File: src/rtl/tpat_pkg.sv
package tpat_pkg;
   localparam int RATE_W = 4;
   localparam int MIT_W  = 2;

   typedef struct packed {
      logic [RATE_W-1:0] rate;
      logic [MIT_W-1:0]  mit;
   } prot_t;
endpackage

File: src/rtl/tpat_stage.sv
module tpat_stage #(
   parameter int PAT_W = 128
) (
   input  logic             clk,
   input  logic             rst_n,
   input  logic             pat_valid,
   input  logic [PAT_W-1:0] pat_data,
   input  logic             fid,
   output logic [PAT_W-1:0] tail_pat,
   output logic             tail_missing
);
   logic [PAT_W-1:0] held_q;
   logic             held_full_q;

   always_ff @(posedge clk) begin
      if (!rst_n) begin
         held_q      <= '0;
         held_full_q <= 1'b0;
      end else if (fid) begin
         held_full_q <= 1'b0;
      end else if (pat_valid) begin
         held_q      <= pat_data;
         held_full_q <= 1'b1;
      end
   end

   always_comb begin
      if (pat_valid)        tail_pat = pat_data;
      else if (held_full_q) tail_pat = held_q;
      else                  tail_pat = '0;
      tail_missing = !pat_valid && !held_full_q;
   end
endmodule

File: src/rtl/tpat_prot_reg.sv
module tpat_prot_reg
   import tpat_pkg::*;
(
   input  logic  clk,
   input  logic  rst_n,
   input  logic  upd_valid,
   input  prot_t upd_prot,
   output prot_t cur_prot
);
   prot_t cur_q;

   always_ff @(posedge clk) begin
      if (!rst_n)         cur_q <= '0;
      else if (upd_valid) cur_q <= upd_prot;
   end

   assign cur_prot = cur_q;
endmodule

File: src/rtl/tpat_queue.sv
module tpat_queue
   import tpat_pkg::*;
#(
   parameter int PAT_W = 128,
   parameter int DEPTH = 3
) (
   input  logic             clk,
   input  logic             rst_n,
   input  logic             fid,
   input  logic [PAT_W-1:0] tail_pat,
   input  logic             tail_missing,
   input  prot_t            tail_prot,
   input  logic             upd_valid,
   input  prot_t            upd_prot,
   output logic [PAT_W-1:0] head_pat,
   output prot_t            head_prot,
   output logic             head_missing,
   output logic             head_full
);
   localparam int LAST = DEPTH - 1;

   logic [PAT_W-1:0] pat_q  [DEPTH];
   prot_t            prot_q [DEPTH];
   logic             miss_q [DEPTH];
   logic             full_q [DEPTH];

   for (genvar i = 0; i < DEPTH; i++) begin : g_slot
      logic [PAT_W-1:0] nxt_pat;
      prot_t            nxt_prot;
      logic             nxt_miss;
      logic             nxt_full;

      if (i == LAST) begin : g_tail
         always_comb begin
            nxt_pat  = tail_pat;
            nxt_prot = tail_prot;
            nxt_miss = tail_missing;
            nxt_full = 1'b1;
         end
      end else begin : g_mid
         always_comb begin
            nxt_pat  = pat_q[i+1];
            nxt_prot = prot_q[i+1];
            nxt_miss = miss_q[i+1];
            nxt_full = full_q[i+1];
         end
      end

      always_ff @(posedge clk) begin
         if (!rst_n) begin
            pat_q[i]  <= '0;
            prot_q[i] <= '0;
            miss_q[i] <= 1'b0;
            full_q[i] <= 1'b0;
         end else if (fid) begin
            pat_q[i]  <= nxt_pat;
            prot_q[i] <= upd_valid ? upd_prot : nxt_prot;
            miss_q[i] <= nxt_miss;
            full_q[i] <= nxt_full;
         end else if (upd_valid) begin
            prot_q[i] <= upd_prot;
         end
      end
   end

   assign head_pat     = pat_q[0];
   assign head_prot    = prot_q[0];
   assign head_missing = miss_q[0];
   assign head_full    = full_q[0];
endmodule

File: src/rtl/tpat_emit.sv
module tpat_emit
   import tpat_pkg::*;
#(
   parameter int PAT_W = 128,
   parameter int TS_W  = 64
) (
   input  logic             clk,
   input  logic             rst_n,
   input  logic             fid,
   input  logic [TS_W-1:0]  ts_now,
   input  logic [PAT_W-1:0] head_pat,
   input  prot_t            head_prot,
   input  logic             head_missing,
   input  logic             head_full,
   output logic             frm_valid,
   output logic [PAT_W-1:0] frm_pattern,
   output logic [TS_W-1:0]  frm_ts,
   output prot_t            frm_prot,
   output logic             frm_missing
);
   always_ff @(posedge clk) begin
      if (!rst_n) begin
         frm_valid   <= 1'b0;
         frm_pattern <= '0;
         frm_ts      <= '0;
         frm_prot    <= '0;
         frm_missing <= 1'b0;
      end else begin
         frm_valid <= fid && head_full;
         if (fid && head_full) begin
            frm_pattern <= head_pat;
            frm_ts      <= ts_now;
            frm_prot    <= head_prot;
            frm_missing <= head_missing;
         end
      end
   end
endmodule

File: src/rtl/tpat_assembler.sv
module tpat_assembler
   import tpat_pkg::*;
#(
   parameter int PAT_W = 128,
   parameter int DEPTH = 3,
   parameter int TS_W  = 64
) (
   input  logic              clk,
   input  logic              rst_n,
   input  logic              pat_valid,
   input  logic [PAT_W-1:0]  pat_data,
   input  logic              fid,
   input  logic              upd_valid,
   input  logic [RATE_W-1:0] upd_rate,
   input  logic [MIT_W-1:0]  upd_mit,
   input  logic [TS_W-1:0]   ts_now,
   output logic              frm_valid,
   output logic [PAT_W-1:0]  frm_pattern,
   output logic [TS_W-1:0]   frm_ts,
   output logic [RATE_W-1:0] frm_rate,
   output logic [MIT_W-1:0]  frm_mit,
   output logic              frm_missing
);
   if (DEPTH < 1 || DEPTH > 16) begin : g_bad_depth
      $error("tpat_assembler: DEPTH out of range");
   end
   if (PAT_W < 4) begin : g_bad_pat
      $error("tpat_assembler: PAT_W must hold the rollover countdown");
   end
   if (TS_W < 1) begin : g_bad_ts
      $error("tpat_assembler: TS_W must be positive");
   end

   prot_t            upd_prot, cur_prot, head_prot, frm_prot;
   logic [PAT_W-1:0] tail_pat, head_pat;
   logic             tail_missing, head_missing, head_full;

   assign upd_prot = '{rate: upd_rate, mit: upd_mit};

   tpat_stage #(.PAT_W(PAT_W)) stage_i (
      .clk(clk), .rst_n(rst_n), .pat_valid(pat_valid), .pat_data(pat_data),
      .fid(fid), .tail_pat(tail_pat), .tail_missing(tail_missing)
   );

   tpat_prot_reg prot_i (
      .clk(clk), .rst_n(rst_n), .upd_valid(upd_valid), .upd_prot(upd_prot),
      .cur_prot(cur_prot)
   );

   tpat_queue #(.PAT_W(PAT_W), .DEPTH(DEPTH)) queue_i (
      .clk(clk), .rst_n(rst_n), .fid(fid),
      .tail_pat(tail_pat), .tail_missing(tail_missing), .tail_prot(cur_prot),
      .upd_valid(upd_valid), .upd_prot(upd_prot),
      .head_pat(head_pat), .head_prot(head_prot),
      .head_missing(head_missing), .head_full(head_full)
   );

   tpat_emit #(.PAT_W(PAT_W), .TS_W(TS_W)) emit_i (
      .clk(clk), .rst_n(rst_n), .fid(fid), .ts_now(ts_now),
      .head_pat(head_pat), .head_prot(head_prot),
      .head_missing(head_missing), .head_full(head_full),
      .frm_valid(frm_valid), .frm_pattern(frm_pattern), .frm_ts(frm_ts),
      .frm_prot(frm_prot), .frm_missing(frm_missing)
   );

   assign frm_rate = frm_prot.rate;
   assign frm_mit  = frm_prot.mit;
endmodule

File: config.mk
export PLATFORM = sky130hd
export DESIGN_NAME = tpat_assembler
export DESIGN_NICKNAME = d
export VERILOG_FILES = /design/src/rtl/tpat_pkg.sv /design/src/rtl/tpat_stage.sv /design/src/rtl/tpat_prot_reg.sv /design/src/rtl/tpat_queue.sv /design/src/rtl/tpat_emit.sv /design/src/rtl/tpat_assembler.sv
export SDC_FILE = /design/constraint.sdc
export NUM_CORES = 1
export LEC_CHECK = 0
export CAP_MARGIN = 40
export CORE_ASPECT_RATIO = 0.8
export CORE_MARGIN = 5
export CORE_UTILIZATION = 49
export DETAILED_ROUTE_END_ITERATION = 12
export GPL_ROUTABILITY_DRIVEN = 0
export PLACE_DENSITY = 0.79
export SETUP_SLACK_MARGIN = 0.02
export SYNTH_ARGS = -nofsm -noshare
export SYNTH_HDL_FRONTEND = slang
export SYNTH_SLANG_ARGS = --single-unit
File: constraint.sdc
create_clock -name clk -period 14.72 [get_ports clk]
set_input_delay 3.68 -clock clk [delete_from_list [all_inputs] [get_ports clk]]
set_output_delay 3.68 -clock clk [all_outputs]
set_load 0.01 [all_outputs]
==> results of run 1 <==
[logic make-up after synthesis]
family          synth area share, %
simple gates                  16.85
flops                         66.85
buf+inv                       3.546
mux                         0.03533
compound gates                12.72
[layer usage]
layer / global-route usage, % / vias to the layer above / wire [µm]
met2: 32.81 / 605 / 30490
met3: 4.733 / 148 / 4388
li1: - / 9329 / -
met4: 7.622 / 16 / 2140
met1: 24.93 / 9240 / 26590
met5: 0 / - / 106
[area by class of cell]
type / count / area (µm²) / share of cell area [%]
clock inverter: 28 / 279.0 / 0.7949
timing repair buffer: 431 / 4463 / 12.71
sequential: 743 / 18940 / 53.95
multi-input combinational: 1567 / 8437 / 24.03
antenna: 5 / 12.51 / 0.03564
tap: 760 / 950.9 / 2.709
clock buffer: 101 / 2022 / 5.760
[synthesized netlist by cell type]
cell type / count
a21boi_0: 241
nor2_1: 130
buf_4: 27
buf_6: 4
buf_1: 2
mux2i_1: 1
or2_2: 2
a21boi_1: 110
nand2b_1: 8
and2_1: 1
nand2_4: 1
buf_2: 50
a22oi_1: 128
and3_1: 261
nand2_1: 679
dfxtp_1: 337
clkbuf_4: 2
clkbuf_1: 129
nor2b_1: 4
edfxtp_1: 406
o21a_1: 1
[worst min path at each step]
stage | startpoint | endpoint | slack (ns)
6_report | emit_i.frm_pattern[47]$_SDFFE_PN0P_ | emit_i.frm_pattern[47]$_SDFFE_PN0P_ | 0.45
5_1_grt | emit_i.frm_ts[45]$_SDFFE_PN0P_ | emit_i.frm_ts[45]$_SDFFE_PN0P_ | 0.47
4_1_cts | emit_i.frm_pattern[23]$_SDFFE_PN0P_ | emit_i.frm_pattern[23]$_SDFFE_PN0P_ | 0.45
3_5_place_dp | queue_i.full_q[2]$_DFF_P_ | queue_i.full_q[2]$_DFF_P_ | 0.44
3_3_place_gp | queue_i.full_q[2]$_DFF_P_ | queue_i.full_q[2]$_DFF_P_ | 0.43
2_1_floorplan | queue_i.full_q[2]$_DFF_P_ | queue_i.full_q[2]$_DFF_P_ | 0.42
[registers in the layout (all words and copies together), names as in the netlist]
name / cells
emit_i.frm_missing: 1
emit_i.frm_pattern: 128
emit_i.frm_prot: 6
emit_i.frm_ts: 64
emit_i.frm_valid: 1
prot_i.cur_prot: 6
queue_i.full_q: 3
queue_i.miss_q: 3
queue_i.pat_q: 384
queue_i.prot_q: 18
stage_i.held_full_q: 1
stage_i.held_q: 128
[power by group through the flow]
| stage | clock network (mW) | logic, mW | registers [mW] |
|---|---|---|---|
| global route | 1.91 | 0.318 | 2.33 |
| CTS | 1.82 | 0.292 | 2.32 |
| finish | 1.78 | 0.290 | 2.32 |
| floorplan | 0 | 0.151 | 2.37 |
| global placement | 0 | 0.275 | 2.36 |
| detailed placement | 0 | 0.291 | 2.37 |
[cells in the final DEF (no fill, tap or decap), types with 5 or more instances in the layout]
master and n:
a21boi_0 241, a21boi_1 110, a22oi_1 128, and3_1 261, buf_16 9, buf_4 18, clkbuf_1 19, clkbuf_16 73
clkbuf_8 9, clkdlybuf4s50_1 399, clkinv_1 7, clkinv_2 10, dfxtp_1 337, diode_2 5, edfxtp_1 406, nand2_1 678
nand2b_1 6, nor2_1 130
[worst register-to-register path: cells and delay by family (launching register included)]
kind / cells / cell delay [ns]
AO/OA/AOI/OAI: 1 / 0.20
flip-flops: 1 / 0.46
buffers and inverters: 1 / 0.76
AND/OR/NAND/NOR: 2 / 0.79
[stage by stage]
| step | cells | hold WS [ns] | area (µm²) | setup slack [ns] |
|---|---|---|---|---|
| 6_report | 3635 | 0.4495 | 35100 | 8.167 |
| 2_1_floorplan | 2524 | 0.4208 | 28330 | 4.693 |
| 4_1_cts | 3630 | 0.4526 | 35090 | 8.202 |
| 3_3_place_gp | 3489 | 0.4286 | 32490 | 7.376 |
| 3_5_place_dp | 3501 | 0.4399 | 32790 | 7.574 |
| 5_1_grt | 3630 | 0.4711 | 35090 | 7.928 |
==> flow_summary.yaml, run 1 <==
status:
  status: "finished clean"
sta:
  hold_viol: 0
  final.min_clock_period_ns: 6.553
  setup_tns_ns: 0
  setup_viol: 0
  relSlewSlack_pct: 24.43
  clock_skew_ns: 0.02019
  worst_pin_slew_ns: 1.134
  finalMaxSlewViolations: 0
  period_share_pct: 44.52
  max_freq_mhz: 152.6
  grt_setup_unrepaired: "false"
finish:
  final_nets: 3017
  final_core_util_pct: 61.59
  fillers: 4372
  syn_to_final_growth_pct: 23.90
  drive_gt1_share_pct: 5.017
yosys:
  synth_nets: 2727
  synth.avg_cell_area_um2: 11.22
  syn-instance-count: 2524
  synth-seq-cells: 743
  synth.distinct_cells: 21
  synth.top_cell.area_share_pct: 43.03
  yosysWarnings: 0
  yosysSeqAreaShare_pct: 66.85
  netlist_area_mm2: 0.02833
  synth_area_leaders: "edfxtp_1 43%, dfxtp_1 24%, nand2_1 9.0%"
  yosysTopAreaCell: "edfxtp_1"
placement:
  portBuffers: 402
  hpwl_um: 39870
clocking:
  cts_sinks: 743
  clock_latency_ns: 0.61
  cts_resized: 0
  cts_buffers: 71
  clk_pin_slew_ns: 0.06
  cts_setup_buffers: 0
  cts_tree: "yes"
  hold_buffers: 0
  clockBufferDepth: 3
  ctsHtreeMaxLevel: 3
  root_buffer: "clkbuf_16"
worst_setup_path:
  worstPathArrival_ns: 7.07
  cp_max_fo: 59
  path_common_cell: "buf_4"
  cp_slowest_cell: "nor2b_4"
  crit_path_start: "pat_valid"
  reg2reg_to: "emit_i.frm_ts[16]$_SDFFE_PN0P_"
  crit_cells: 8
  critPathRequiredTime_ns: 15.23
  critical_path_class: "in2reg"
  max_stage_delay_ns: 0.82
  endpoint: "stage_i.held_q[121]$_SDFFE_PN0P_"
  r2r_setup_slack_ns: 12.43
  crit_buf_inv: 5
  reg2reg_depth: 4
  crit_family: "buffers and inverters"
  worstReg2RegStart: "queue_i.full_q[0]$_DFFE_PP_"
  endpoint_kind: "register"
  critPathLaunchType: "input port"
  worstPathCellList: "buf_4 -> buf_4 -> buf_12 -> nor2b_4 -> buf_4 -> buf_16 -> nand2_1 -> a21boi_0"
route:
  drt-initial-drc-count: 1605
  firstDrtPassIters: 5
  final_antenna_net_count: 0
  wl_um: 63710
  drc_errors: 0
  vias: 19340
  routedWlPerCell_um: 17.53
  viasPerCell: 5.320
power_and_ir_drop:
  swShare_pct: 21.66
  p_switching_mw: 0.9519
  pwr-share-clk_pct: 40.5
  power.leakage_nw: 13.35
  power_frac_seq_pct: 52.9
  p_int_mw: 3.443
  totalPowerFinal_mw: 4.395
  pwr-share-comb_pct: 6.6
  ir_drop_v: 0.00007177
  p_per_area_mw_per_mm2: 125.2
global_route:
  grt_max_degree: 184
  overflow: 0
  grt_pass1_wl_um: 100500
  grt.total_usage_pct: 19.61
  antenna_found_initial: 11
  grt_pass1_vias: 19170
floorplan:
  initial_core_util_pct: 49.71
  coreArea_mm2: 0.05699
  die_w_um: 278.8
  rows: 78
  die_height_um: 225.1
  die_area_mm2: 0.06276
  boundaryPins: 403
job:
  maxCapViolations: 0
hold_path:
  whs_path_depth: 2
  hold_path.class: "reg2reg"
Power figures use the tool's default switching activity.
==> run 2, diff against run 1 <==
- clock period: 14.72 -> 5.4 ns (I/O delays scaled with it)
==> flow_summary.yaml, run 2 (synthesis gave the netlist of run 1 again) <==
clocking:
  cts_buffers: 71
  cts_sinks: 743
  clockBufferDepth: 3
  cts_tree: "yes"
  hold_buffers: 0
  clk_pin_slew_ns: 0.06
  ctsHtreeMaxLevel: 3
  root_buffer: "clkbuf_16"
  clock_latency_ns: 0.60
  cts_resized: 0
  cts_setup_buffers: 0
worst_setup_path:
  endpoint_kind: "register"
  crit_buf_inv: 2
  cp_slowest_cell: "nor2b_4"
  crit_family: "buffers and inverters"
  critPathRequiredTime_ns: 5.91
  cp_max_fo: 64
  critical_path_class: "in2reg"
  critPathLaunchType: "input port"
  worstPathCellList: "buf_4 -> nor2b_4 -> buf_4 -> nand2_1 -> a21boi_0"
  path_common_cell: "buf_4"
  worstPathArrival_ns: 3.52
  max_stage_delay_ns: 0.68
sta:
  worst_pin_slew_ns: 1.063
  setup_viol: 0
  relSlewSlack_pct: 29.12
  finalMaxSlewViolations: 0
  clock_skew_ns: 0.02116
  layout_setup_ws_ns: 2.392
  grt_setup_unrepaired: "false"
  max_freq_mhz: 332.5
  period_share_pct: 55.70
  final.min_clock_period_ns: 3.008
  hold_viol: 0
  setup_tns_ns: 0
placement:
  portBuffers: 402
  hpwl_um: 39700
  place_ws_ns: 1.801
floorplan:
  die_w_um: 278.8
  coreArea_mm2: 0.05699
  die_height_um: 225.1
  initial_core_util_pct: 49.71
  die_area_mm2: 0.06276
  rows: 78
  boundaryPins: 403
finish:
  reg_top3: "queue_i.pat_q (384), emit_i.frm_pattern (128), stage_i.held_q (128)"
  final_core_util_pct: 61.28
  drive_gt1_share_pct: 4.710
  final_nets: 3010
  mostFrequentLayoutCell: "nand2_1"
  largest_register_ffs: 384
  mostFrequentLayoutCells: "678 x nand2_1, 406 x edfxtp_1, 399 x clkdlybuf4s50_1"
  top_register: "queue_i.pat_q"
  syn_to_final_growth_pct: 23.27
power_and_ir_drop:
  ir_drop_v: 0.0002231
  power.leakage_nw: 13.25
  p_per_area_mw_per_mm2: 341.2
  totalPowerFinal_mw: 11.92
route:
  drt-initial-drc-count: 1466
  vias: 19440
  final_antenna_net_count: 0
  firstDrtPassIters: 7
  wl_um: 65340
  drc_errors: 0
  routedWlPerCell_um: 18.01
  viasPerCell: 5.360
global_route:
  grt.total_usage_pct: 20.16
  grt_pass1_wl_um: 103200
  grt_pass1_vias: 19190
  overflow: 0
  antenna_found_initial: 2
  grt_max_degree: 275
status:
  status: "finished clean"
hold_path:
  hold_path.class: "reg2reg"
job:
  maxCapViolations: 0
## run 2: tightest hold or removal path, cell delays in order, from the launching register on
cell and delay [ns]:
dfxtp_1 0.30, nand2_1 0.05, a21boi_1 0.05
## run 2: path summary, 6_finish.rpt
check	startpoint	end	slack [ns]	cells past startpoint
max	pat_valid	stage_i.held_q[37]$_SDFFE_PN0P_	2.39	5
max reg2reg	queue_i.full_q[0]$_DFFE_PP_	emit_i.frm_ts[38]$_SDFFE_PN0P_	3.37	4
min	emit_i.frm_pattern[4]$_SDFFE_PN0P_	emit_i.frm_pattern[4]$_SDFFE_PN0P_	0.45	2
min reg2reg	emit_i.frm_pattern[4]$_SDFFE_PN0P_	emit_i.frm_pattern[4]$_SDFFE_PN0P_	0.45	2
## run 2: where the power goes
| group | switching, mW | total, mW | internal [mW] |
|---|---|---|---|
| registers | 0.0943 | 6.33 | 6.24 |
| clock network | 2.10 | 4.79 | 2.69 |
| logic | 0.432 | 0.789 | 0.357 |
## run 2: routing by layer
layer / global-route usage [%] / vias up / share of wire (%)
met5: 0 / - / 0.031
li1: - / 9336 / -
met3: 4.008 / 129 / 6.0
met1: 26.60 / 9363 / 43
met4: 6.331 / 2 / 2.6
met2: 34.02 / 612 / 49
## run 2: cell type report
cell class / count / area [µm²]
Multi-Input combinational cell: 1567 / 8437
Fill cell: 4293 / 22070
Sequential cell: 743 / 18940
Tap cell: 760 / 950.9
Clock buffer: 105 / 1996
Clock inverter: 27 / 255.2
Timing Repair Buffer: 424 / 4345
Antenna cell: 1 / 2.502
## run 2: metrics by stage
| step | std cells | hold WS (ns) | area (µm²) |
|---|---|---|---|
| after CTS | 3626 | 0.4547 | 34920 |
| after detailed placement | 3494 | 0.4446 | 32670 |
| after global routing | 3626 | 0.4719 | 34920 |
| after global placement | 3491 | 0.4282 | 32610 |
| final | 3627 | 0.4522 | 34920 |
| after floorplan | 2524 | 0.4208 | 28340 |
==> run 3, diff against run 2 <==
- CORE_UTILIZATION: 49 -> 50
- PLACE_DENSITY: 0.79 -> 0.77
- clock period: 5.4 -> 3.1 ns (I/O delays scaled with it)
==> flow_summary.yaml, run 3 (synthesis gave the netlist of run 1 again) <==
floorplan:
  die_area_mm2: 0.06155
  die_height_um: 222.9
  coreArea_mm2: 0.05641
  boundaryPins: 403
  die_w_um: 276.1
  rows: 78
  initial_core_util_pct: 50.22
finish:
  instances_no_fill: 3646
  fillers: 4298
  reg_top3: "queue_i.pat_q (384), emit_i.frm_pattern (128), stage_i.held_q (128)"
  top_register: "queue_i.pat_q"
  largest_register_ffs: 384
  final_nets: 3027
  mostFrequentLayoutCell: "nand2_1"
  mostFrequentLayoutCells: "678 x nand2_1, 406 x edfxtp_1, 399 x clkdlybuf4s50_1"
  syn_to_final_growth_pct: 24.72
  drive_gt1_share_pct: 5.654
worst_setup_path:
  cp_max_fo: 2
  cp_slowest_cell: "clkdlybuf4s50_1"
  r2r_setup_slack_ns: 1.38
  crit_buf_inv: 1
  reg2reg_to: "emit_i.frm_pattern[103]$_SDFFE_PN0P_"
  crit_path_start: "emit_i.frm_prot[3]$_SDFFE_PN0P_"
  critical_path_class: "reg2out"
  worstReg2RegStart: "queue_i.full_q[0]$_DFFE_PP_"
  worstPathCellList: "clkdlybuf4s50_1"
  worstPathArrival_ns: 1.64
  crit_family: "buffers and inverters"
  crit_cells: 1
  critPathRequiredTime_ns: 2.32
  critPathLaunchType: "register"
  endpoint: "frm_rate[1]"
  endpoint_kind: "output pin"
  reg2reg_depth: 5
  max_stage_delay_ns: 0.59
placement:
  place_ws_ns: 0.7356
  hpwl_um: 39830
  portBuffers: 402
  place_inst: 3510
sta:
  clock_skew_ns: 0.02469
  worst_pin_slew_ns: 0.9360
  final.min_clock_period_ns: 2.411
  setup_viol: 0
  layout_setup_ws_ns: 0.6888
  grt_setup_unrepaired: "false"
  finalMaxSlewViolations: 0
  max_freq_mhz: 414.7
  relSlewSlack_pct: 37.60
  hold_viol: 0
  period_share_pct: 77.78
clocking:
  ctsHtreeMaxLevel: 3
  hold_buffers: 0
  cts_buffers: 72
  cts_tree: "yes"
  clockBufferDepth: 3
  cts_setup_buffers: 0
  clock_latency_ns: 0.61
  cts_sinks: 743
  cts_resized: 0
  root_buffer: "clkbuf_16"
  clk_pin_slew_ns: 0.06
route:
  drc_errors: 0
  routedWlPerCell_um: 18.13
  firstDrtPassIters: 5
  drt-initial-drc-count: 1638
  viasPerCell: 5.379
  final_antenna_net_count: 0
  wl_um: 66120
  vias: 19610
global_route:
  grt_pass1_vias: 19240
  grt.total_usage_pct: 20.64
  grt_max_degree: 221
  grt_pass1_wl_um: 104200
  antenna_found_initial: 3
  overflow: 0
status:
  status: "finished clean"
power_and_ir_drop:
  power.leakage_nw: 13.48
  ir_drop_v: 0.0003337
  p_per_area_mw_per_mm2: 606.9
job:
  maxCapViolations: 0
hold_path:
  hold_path.class: "reg2reg"
[run 3: cell count changes in the layout (fill, tap and decap cells not counted), moves of 3 or more]
| cell | delta |
|---|---|
| buf_4 | +8 |
| clkinv_2 | +7 |
| clkinv_1 | +3 |
| bufinv_16 | +7 |
| clkinvlp_4 | -3 |
| clkbuf_1 | -14 |
| buf_12 | +10 |
[run 3: routing by layer]
layer | part of all wire, % | vias to the layer above | GRT usage [%]
met5 | 0 | - | 0
met4 | 2.7 | 0 | 7.167
met3 | 5.9 | 113 | 4.059
met2 | 49 | 626 | 34.52
met1 | 43 | 9512 | 27.22
li1 | - | 9361 | -
[run 3: stage by stage]
stage / total power [mW] / instance area, µm² / setup TNS, ns / hold WS [ns] / util, %
finish: 21.45 / 35340 / 0 / 0.4524 / 62.64
global route: 22.24 / 35340 / 0 / 0.4665 / 62.64
CTS: 21.67 / 35330 / 0 / 0.4535 / 62.63
detailed placement: 12.66 / 32880 / 0 / 0.4452 / 58.28
global placement: 12.60 / 32880 / 0 / 0.4281 / 58.28
floorplan: 11.97 / 28350 / -442.77 / 0.4208 / -
[run 3: power breakdown]
part	total, mW	switching [mW]	internal [mW]
logic	1.42	0.777	0.644
clock network	9.00	3.70	5.30
registers	11.0	0.159	10.9
[run 3: how the worst min path moves through the flow]
stage,slack [ns],startpoint,cells after the start,endpoint
after global routing,0.47,emit_i.frm_pattern[49]$_SDFFE_PN0P_,2,emit_i.frm_pattern[49]$_SDFFE_PN0P_
after detailed placement,0.45,emit_i.frm_pattern[6]$_SDFFE_PN0P_,2,emit_i.frm_pattern[6]$_SDFFE_PN0P_
after global placement,0.43,queue_i.full_q[2]$_DFF_P_,1,queue_i.full_q[2]$_DFF_P_
final,0.45,emit_i.frm_ts[50]$_SDFFE_PN0P_,2,emit_i.frm_ts[50]$_SDFFE_PN0P_
after CTS,0.45,emit_i.frm_pattern[6]$_SDFFE_PN0P_,2,emit_i.frm_pattern[6]$_SDFFE_PN0P_
after floorplan,0.42,queue_i.full_q[2]$_DFF_P_,1,queue_i.full_q[2]$_DFF_P_
[run 3: area by class of cell]
class                           count  area, µm²  area share, %
Timing Repair Buffer              440       4551          12.88
Clock inverter                     41      483.0          1.367
Sequential cell                   743      18940          53.60
Clock buffer                       92       1968          5.570
Tap cell                          760      950.9          2.691
Multi-Input combinational cell   1567       8437          23.88
Antenna cell                        3      7.507        0.02125
